==> config.mk <==
export PLATFORM = sky130hd
export DESIGN_NAME = uart_rx_buf
export DESIGN_NICKNAME = d
export VERILOG_FILES = /design/src/rtl/uart_rx_pkg.sv /design/src/rtl/uart_rx_sync.sv /design/src/rtl/uart_rx_frame.sv /design/src/rtl/uart_rx_fifo.sv /design/src/rtl/uart_rx_buf.sv
export SDC_FILE = /design/constraint.sdc
export NUM_CORES = 1
export LEC_CHECK = 0
export BUFFER_PORTS_ARGS = -buffer_cell sky130_fd_sc_hd__buf_2
export CAP_MARGIN = 20
export CELL_PAD_IN_SITES_DETAIL_PLACEMENT = 0
export CELL_PAD_IN_SITES_GLOBAL_PLACEMENT = 2
export CORE_MARGIN = 2
export CORE_UTILIZATION = 44
export DETAILED_ROUTE_END_ITERATION = 7
export PLACE_DENSITY = 0.85
export SYNTH_ARGS = -nofsm -noshare
export SYNTH_HDL_FRONTEND = slang
export SYNTH_HIERARCHICAL = 1
export SYNTH_SLANG_ARGS = --single-unit
==> constraint.sdc <==
create_clock -name clk_i -period 7.15 [get_ports clk_i]
set_clock_uncertainty 0.1 [all_clocks]
set_input_delay 1.43 -clock clk_i [delete_from_list [all_inputs] [get_ports clk_i]]
set_output_delay 1.43 -clock clk_i [all_outputs]
set_load 0.02 [all_outputs]
==> src/rtl/uart_rx_pkg.sv <==
package uart_rx_pkg;

  localparam int unsigned CHAR_W = 8;

  typedef enum logic [2:0] {
    ST_IDLE,
    ST_START,
    ST_DATA,
    ST_PAR,
    ST_STOP
  } rx_state_e;

  typedef struct packed {
    logic [CHAR_W-1:0] data;
    logic              pe;
    logic              fe;
    logic              ovr;
  } rx_char_t;

endpackage

==> src/rtl/uart_rx_sync.sv <==
module uart_rx_sync #(
  parameter int unsigned STAGES = 2
) (
  input  logic clk_i,
  input  logic rst_ni,
  input  logic d_i,
  output logic q_o
);
  logic [STAGES-1:0] sr_q;

  always_ff @(posedge clk_i or negedge rst_ni) begin
    if (!rst_ni) sr_q <= '1;
    else         sr_q <= {sr_q[STAGES-2:0], d_i};
  end

  assign q_o = sr_q[STAGES-1];
endmodule

==> src/rtl/uart_rx_frame.sv <==
module uart_rx_frame
  import uart_rx_pkg::*;
#(
  parameter int unsigned OSR = 16
) (
  input  logic       clk_i,
  input  logic       rst_ni,
  input  logic       en_i,
  input  logic       tick_i,
  input  logic       rxd_i,
  input  logic       dbl_i,
  input  logic [1:0] par_mode_i,
  input  logic [1:0] width_i,
  output logic       push_o,
  output rx_char_t   char_o
);
  localparam int unsigned CNT_W = $clog2(OSR + 1);
  localparam logic [CNT_W-1:0] LAST_N = CNT_W'(OSR);
  localparam logic [CNT_W-1:0] LAST_D = CNT_W'(OSR / 2);
  localparam logic [CNT_W-1:0] MID_N  = CNT_W'(OSR / 2);
  localparam logic [CNT_W-1:0] MID_D  = CNT_W'(OSR / 4);

  rx_state_e         state_q;
  logic [CNT_W-1:0]  cnt_q, idx, n_last, n_mid;
  logic [2:0]        bit_q;
  logic [CHAR_W-1:0] sh_q;
  logic              acc_q, s_a_q, s_b_q, prev_q, vote, last_data, par_en;

  assign n_last    = dbl_i ? LAST_D : LAST_N;
  assign n_mid     = dbl_i ? MID_D : MID_N;
  assign idx       = (cnt_q >= n_last) ? CNT_W'(1) : cnt_q + CNT_W'(1);
  assign vote      = (s_a_q & s_b_q) | (s_a_q & rxd_i) | (s_b_q & rxd_i);
  assign last_data = (bit_q == 3'(width_i) + 3'd4);
  assign par_en    = par_mode_i[1];

  always_ff @(posedge clk_i or negedge rst_ni) begin
    if (!rst_ni) begin
      state_q <= ST_IDLE;
      cnt_q   <= '0;
      bit_q   <= '0;
      sh_q    <= '0;
      acc_q   <= 1'b0;
      s_a_q   <= 1'b1;
      s_b_q   <= 1'b1;
      prev_q  <= 1'b1;
      push_o  <= 1'b0;
      char_o  <= '0;
    end else if (!en_i) begin
      state_q <= ST_IDLE;
      prev_q  <= 1'b1;
      push_o  <= 1'b0;
    end else begin
      push_o <= 1'b0;
      if (tick_i) begin
        prev_q <= rxd_i;
        if (state_q == ST_IDLE) begin
          // start hunt: needs a high sample followed by a low one
          if (prev_q && !rxd_i) begin
            state_q <= ST_START;
            cnt_q   <= CNT_W'(1);
            acc_q   <= 1'b0;
          end
        end else begin
          cnt_q <= idx;
          if (idx == n_mid)               s_a_q <= rxd_i;
          if (idx == n_mid + CNT_W'(1))   s_b_q <= rxd_i;
          if (idx == n_mid + CNT_W'(2)) begin
            unique case (state_q)
              ST_START: if (vote) state_q <= ST_IDLE;
              ST_DATA: begin
                sh_q  <= {vote, sh_q[CHAR_W-1:1]};
                acc_q <= acc_q ^ vote;
              end
              ST_PAR:  acc_q <= acc_q ^ vote;
              ST_STOP: begin
                push_o      <= 1'b1;
                char_o.data <= sh_q >> (3'd3 - 3'(width_i));
                char_o.pe   <= par_en & (acc_q ^ par_mode_i[0]);
                char_o.fe   <= ~vote;
                char_o.ovr  <= 1'b0;
                state_q     <= ST_IDLE;
              end
              default: ;
            endcase
          end
          if (idx == n_last) begin
            unique case (state_q)
              ST_START: begin
                state_q <= ST_DATA;
                bit_q   <= '0;
              end
              ST_DATA: begin
                if (last_data) state_q <= par_en ? ST_PAR : ST_STOP;
                else           bit_q   <= bit_q + 3'd1;
              end
              ST_PAR:  state_q <= ST_STOP;
              default: ;
            endcase
          end
        end
      end
    end
  end
endmodule

==> src/rtl/uart_rx_fifo.sv <==
module uart_rx_fifo
  import uart_rx_pkg::*;
#(
  parameter  int unsigned DEPTH = 2,
  localparam int unsigned PTR_W = (DEPTH > 1) ? $clog2(DEPTH) : 1,
  localparam int unsigned CNT_W = $clog2(DEPTH + 1)
) (
  input  logic             clk_i,
  input  logic             rst_ni,
  input  logic             flush_i,
  input  logic             push_i,
  input  rx_char_t         wdata_i,
  input  logic             pop_i,
  output logic             valid_o,
  output rx_char_t         head_o,
  output logic [CNT_W-1:0] fill_o
);
  rx_char_t         mem_q [DEPTH];
  logic [PTR_W-1:0] wr_q, rd_q, young;
  logic [CNT_W-1:0] cnt_q;
  logic             do_pop, do_push, ovr_set;

  function automatic logic [PTR_W-1:0] nxt(input logic [PTR_W-1:0] p);
    return (p == PTR_W'(DEPTH - 1)) ? '0 : p + PTR_W'(1);
  endfunction

  assign do_pop  = pop_i && (cnt_q != '0);
  assign do_push = push_i && ((cnt_q != CNT_W'(DEPTH)) || do_pop);
  assign ovr_set = push_i && !do_push;
  assign young   = (wr_q == '0) ? PTR_W'(DEPTH - 1) : wr_q - PTR_W'(1);

  always_ff @(posedge clk_i or negedge rst_ni) begin
    if (!rst_ni) begin
      wr_q  <= '0;
      rd_q  <= '0;
      cnt_q <= '0;
      for (int i = 0; i < DEPTH; i++) mem_q[i] <= '0;
    end else if (flush_i) begin
      wr_q  <= '0;
      rd_q  <= '0;
      cnt_q <= '0;
    end else begin
      if (do_push) begin
        mem_q[wr_q] <= wdata_i;
        wr_q        <= nxt(wr_q);
      end
      if (ovr_set) mem_q[young].ovr <= 1'b1;
      if (do_pop)  rd_q <= nxt(rd_q);
      unique case ({do_push, do_pop})
        2'b10:   cnt_q <= cnt_q + CNT_W'(1);
        2'b01:   cnt_q <= cnt_q - CNT_W'(1);
        default: ;
      endcase
    end
  end

  assign valid_o = (cnt_q != '0);
  assign head_o  = mem_q[rd_q];
  assign fill_o  = cnt_q;
endmodule

==> src/rtl/uart_rx_buf.sv <==
module uart_rx_buf
  import uart_rx_pkg::*;
#(
  parameter int unsigned OSR         = 16,
  parameter int unsigned DEPTH       = 2,
  parameter int unsigned SYNC_STAGES = 2
) (
  input  logic        clk_i,
  input  logic        rst_ni,
  input  logic        rxd_i,
  input  logic        tick_i,
  input  logic        en_i,
  input  logic        dbl_i,
  input  logic [1:0]  par_mode_i,
  input  logic [1:0]  width_i,
  input  logic        rd_i,
  output logic        rx_valid_o,
  output logic [7:0]  rx_data_o,
  output logic        par_err_o,
  output logic        frm_err_o,
  output logic        ovr_o
);
  localparam int unsigned FILL_W = $clog2(DEPTH + 1);

  logic              rxd_s, frm_push;
  rx_char_t          frm_char, head;
  logic [FILL_W-1:0] fifo_fill;

  uart_rx_sync #(.STAGES(SYNC_STAGES)) sync_i (
    .clk_i (clk_i),
    .rst_ni(rst_ni),
    .d_i   (rxd_i),
    .q_o   (rxd_s)
  );

  uart_rx_frame #(.OSR(OSR)) frame_i (
    .clk_i     (clk_i),
    .rst_ni    (rst_ni),
    .en_i      (en_i),
    .tick_i    (tick_i),
    .rxd_i     (rxd_s),
    .dbl_i     (dbl_i),
    .par_mode_i(par_mode_i),
    .width_i   (width_i),
    .push_o    (frm_push),
    .char_o    (frm_char)
  );

  uart_rx_fifo #(.DEPTH(DEPTH)) fifo_i (
    .clk_i  (clk_i),
    .rst_ni (rst_ni),
    .flush_i(!en_i),
    .push_i (frm_push),
    .wdata_i(frm_char),
    .pop_i  (rd_i),
    .valid_o(rx_valid_o),
    .head_o (head),
    .fill_o (fifo_fill)
  );

  assign rx_data_o = head.data;
  assign par_err_o = rx_valid_o & head.pe;
  assign frm_err_o = rx_valid_o & head.fe;
  assign ovr_o     = rx_valid_o & head.ovr;
endmodule

==> impl_metrics.yaml <==
global_route:
  grt_start_max_net_pins: 63
  grt_first_pass_wirelength_mm: 10.8
  grt_pass1_vias: 2099
  globalRouteOverflowTotal: 0
  grt_usage_pct: 15.9
  antenna_found_initial: 0
cells_and_area:
  fin_nets: 340
  final_area_um2: 3840
  multi_input_area_um2: 1790
  n_fill_cell: 725
  seq_area_um2: 1560
  post-route-util_pct: 49.7
  drive_gt1_share_pct: 31.6
  syn2layout_area_growth_pct: 9.64
  num_antenna_cells: 0
clocking:
  cts_tree: "built"
  cts_max_level: 3
  clock_sinks: 62
  cts_hold_buf: 0
  cts_root_buf: "clkbuf_8"
  cts_buffers: 9
  clockBufferDepth: 2
  path_clk_slew_ps: 70
  ctsResizeCount: 0
  cts_setup_buffers: 0
  clk_latency_ps: 330
drt:
  top_layer_used: "met4"
  met2WireLength_mm: 2.90
  vias: 2276
  dr.pass1.iters: 5
  viasPerCell: 5.28
  wl_met3_um: 183
  m1WireLength_mm: 3.22
  wl_mm: 6.36
  antenna_left: 0
  drt-wirelength-per-cell_um: 14.7
  drc: 0
  first_iter_violations: 65
logic_synthesis:
  synthTopCellsByCount: "57 x dfrtp_1, 27 x mux2_4, 24 x mux2_2"
  yosys.area.top_type: "dfrtp_1"
  synth_ff_type: "dfrtp_1"
  syn_nets: 322
  seq_area_frac_synth_pct: 44.5
  yosysTopAreaCellShare_pct: 40.7
  yosys_register_bits: 62
  ys_warn_count: 6
  synth_edf_count: 0
  synthCells: 306
  yosysUniqueCellTypes: 60
  synth_area_leaders: "dfrtp_1 41%, mux2_4 12%, mux2_2 7.7%"
  synthesis.area_um2: 3500
  syn_area_per_cell_um2: 11.4
  synth-async-reset-ratio_pct: 100
  synthMostInstantiatedCell: "dfrtp_1"
timing:
  slew_violations: 0
  rsz0062_at_grt: "no"
  hold_viol: 0
  worst_slack_ps: 3650
  relSlewSlack_pct: 48.8
  max_freq_mhz: 286
  period_needed_ps: 3500
  tns_ps: 0
  finalCritPeriodShare_pct: 48.9
  setup_viol_count_final: 0
  tightest_slew_ps: 768
floorplan:
  dieArea_um2: 8690
  start_util_pct: 45.3
  core-area_um2: 7730
  die_width_um: 93.2
  ios: 23
  die_h_um: 93.2
  placementRows: 32
setup_path:
  end_kind: "register"
  path_cells: "buf_2 -> ha_1 -> nand4b_1 -> and3b_1 -> nand2_1 -> or4b_1 -> mux2_4"
  cp.required_ps: 7260
  cp.arrival_ps: 3610
  crit_buf_inv: 1
  start_kind: "input port"
  slowest_delay_ps: 800
  crit_family: "simple AND/OR/NAND/NOR gates"
  crit_fanout: 9
  crit_slowest_cell: "or4b_1"
  crit_type: "in2reg"
pwr:
  ir_worst_vdd_mv: 0.0999
  power_density_nw_per_um2: 197
  total_power_uw: 756
  leakagePower_nw: 1.85
place:
  dpl_cell_area_um2: 3650
  numPortBuffers: 22
  pre_cts_ws_ps: 3320
  dp.final_hpwl_mm: 4.44
  place.gp.congestion: 0.799
min_path:
  hp-class: "reg2reg"
run_status:
  status: "completed"
flow_run:
  drv_cap: 0
[where the power goes]
| part | switching (mW) | internal [mW] |
|---|---|---|
| clock network | 0.142 | 0.148 |
| logic | 0.0560 | 0.0336 |
| registers | 0.0160 | 0.360 |
| total | 0.214 | 0.542 |
[layer usage]
layer	global-route usage [%]	vias up
li1	-	1139
met1	23.2	1102
met2	22.9	30
met3	4.11	5
met4	5.39	0
met5	0	-
[cell type report]
class	count	area share, %
clock buffer	11	3.94
clock inverter	5	1.07
inverter	12	1.17
multi-input combinational	215	46.7
sequential	62	40.6
tap	102	3.32
timing repair buffer	24	3.26
[cell usage in the layout, fill, tap and decap left out, drive strengths merged, types with 7 or more instances in the layout]
cell,instances
dfrtp,57
mux2,51
buf,24
nand2,20
inv,14
mux2i,13
clkbuf,11
nor2,11
o21ai,11
nor2b,9
or3,7
nor3,7
[worst paths after layout]
path / from / to / slack [ps] / depth (start not counted)
max in group asynchronous: rst_ni / frame_i/sh_q[3] / 5290 / 2
min in group asynchronous: rst_ni / asynchronous set/reset pin / 1150 / 2
min: sync_i/sr_q[0] / sync_i/sr_q[1] / 260 / 0
min reg2reg: sync_i/sr_q[0] / sync_i/sr_q[1] / 260 / 0
max reg2reg: frame_i/cnt_q[0] / frame_i/sh_q[6] / 4070 / 6
max: dbl_i / frame_i/sh_q[6] / 3650 / 7
[kinds of logic (layout without fill, tap and decap cells)]
logic type                 after synthesis  after routing  synth area share (%)
and+or+nand+nor                         96             96                  15.8
buffers and inverters                   29             52                  4.54
AOI/OAI and AO/OA                       38             38                  7.50
DFF                                     62             62                  44.5
adders and majority gates                6              6                  2.07
xor gates and xnor gates                10             10                  2.50
other                                    1              1                 0.107
muxes                                   64             64                  23.0
[metrics by stage]
| stage | std cells | hold slack [ps] |
|---|---|---|
| after floorplan | 306 | 245 |
| after global placement | 415 | 248 |
| after detailed placement | 415 | 249 |
| after CTS | 431 | 260 |
| after global routing | 431 | 263 |
| final | 431 | 260 |
(Power assumes the default switching activity.)
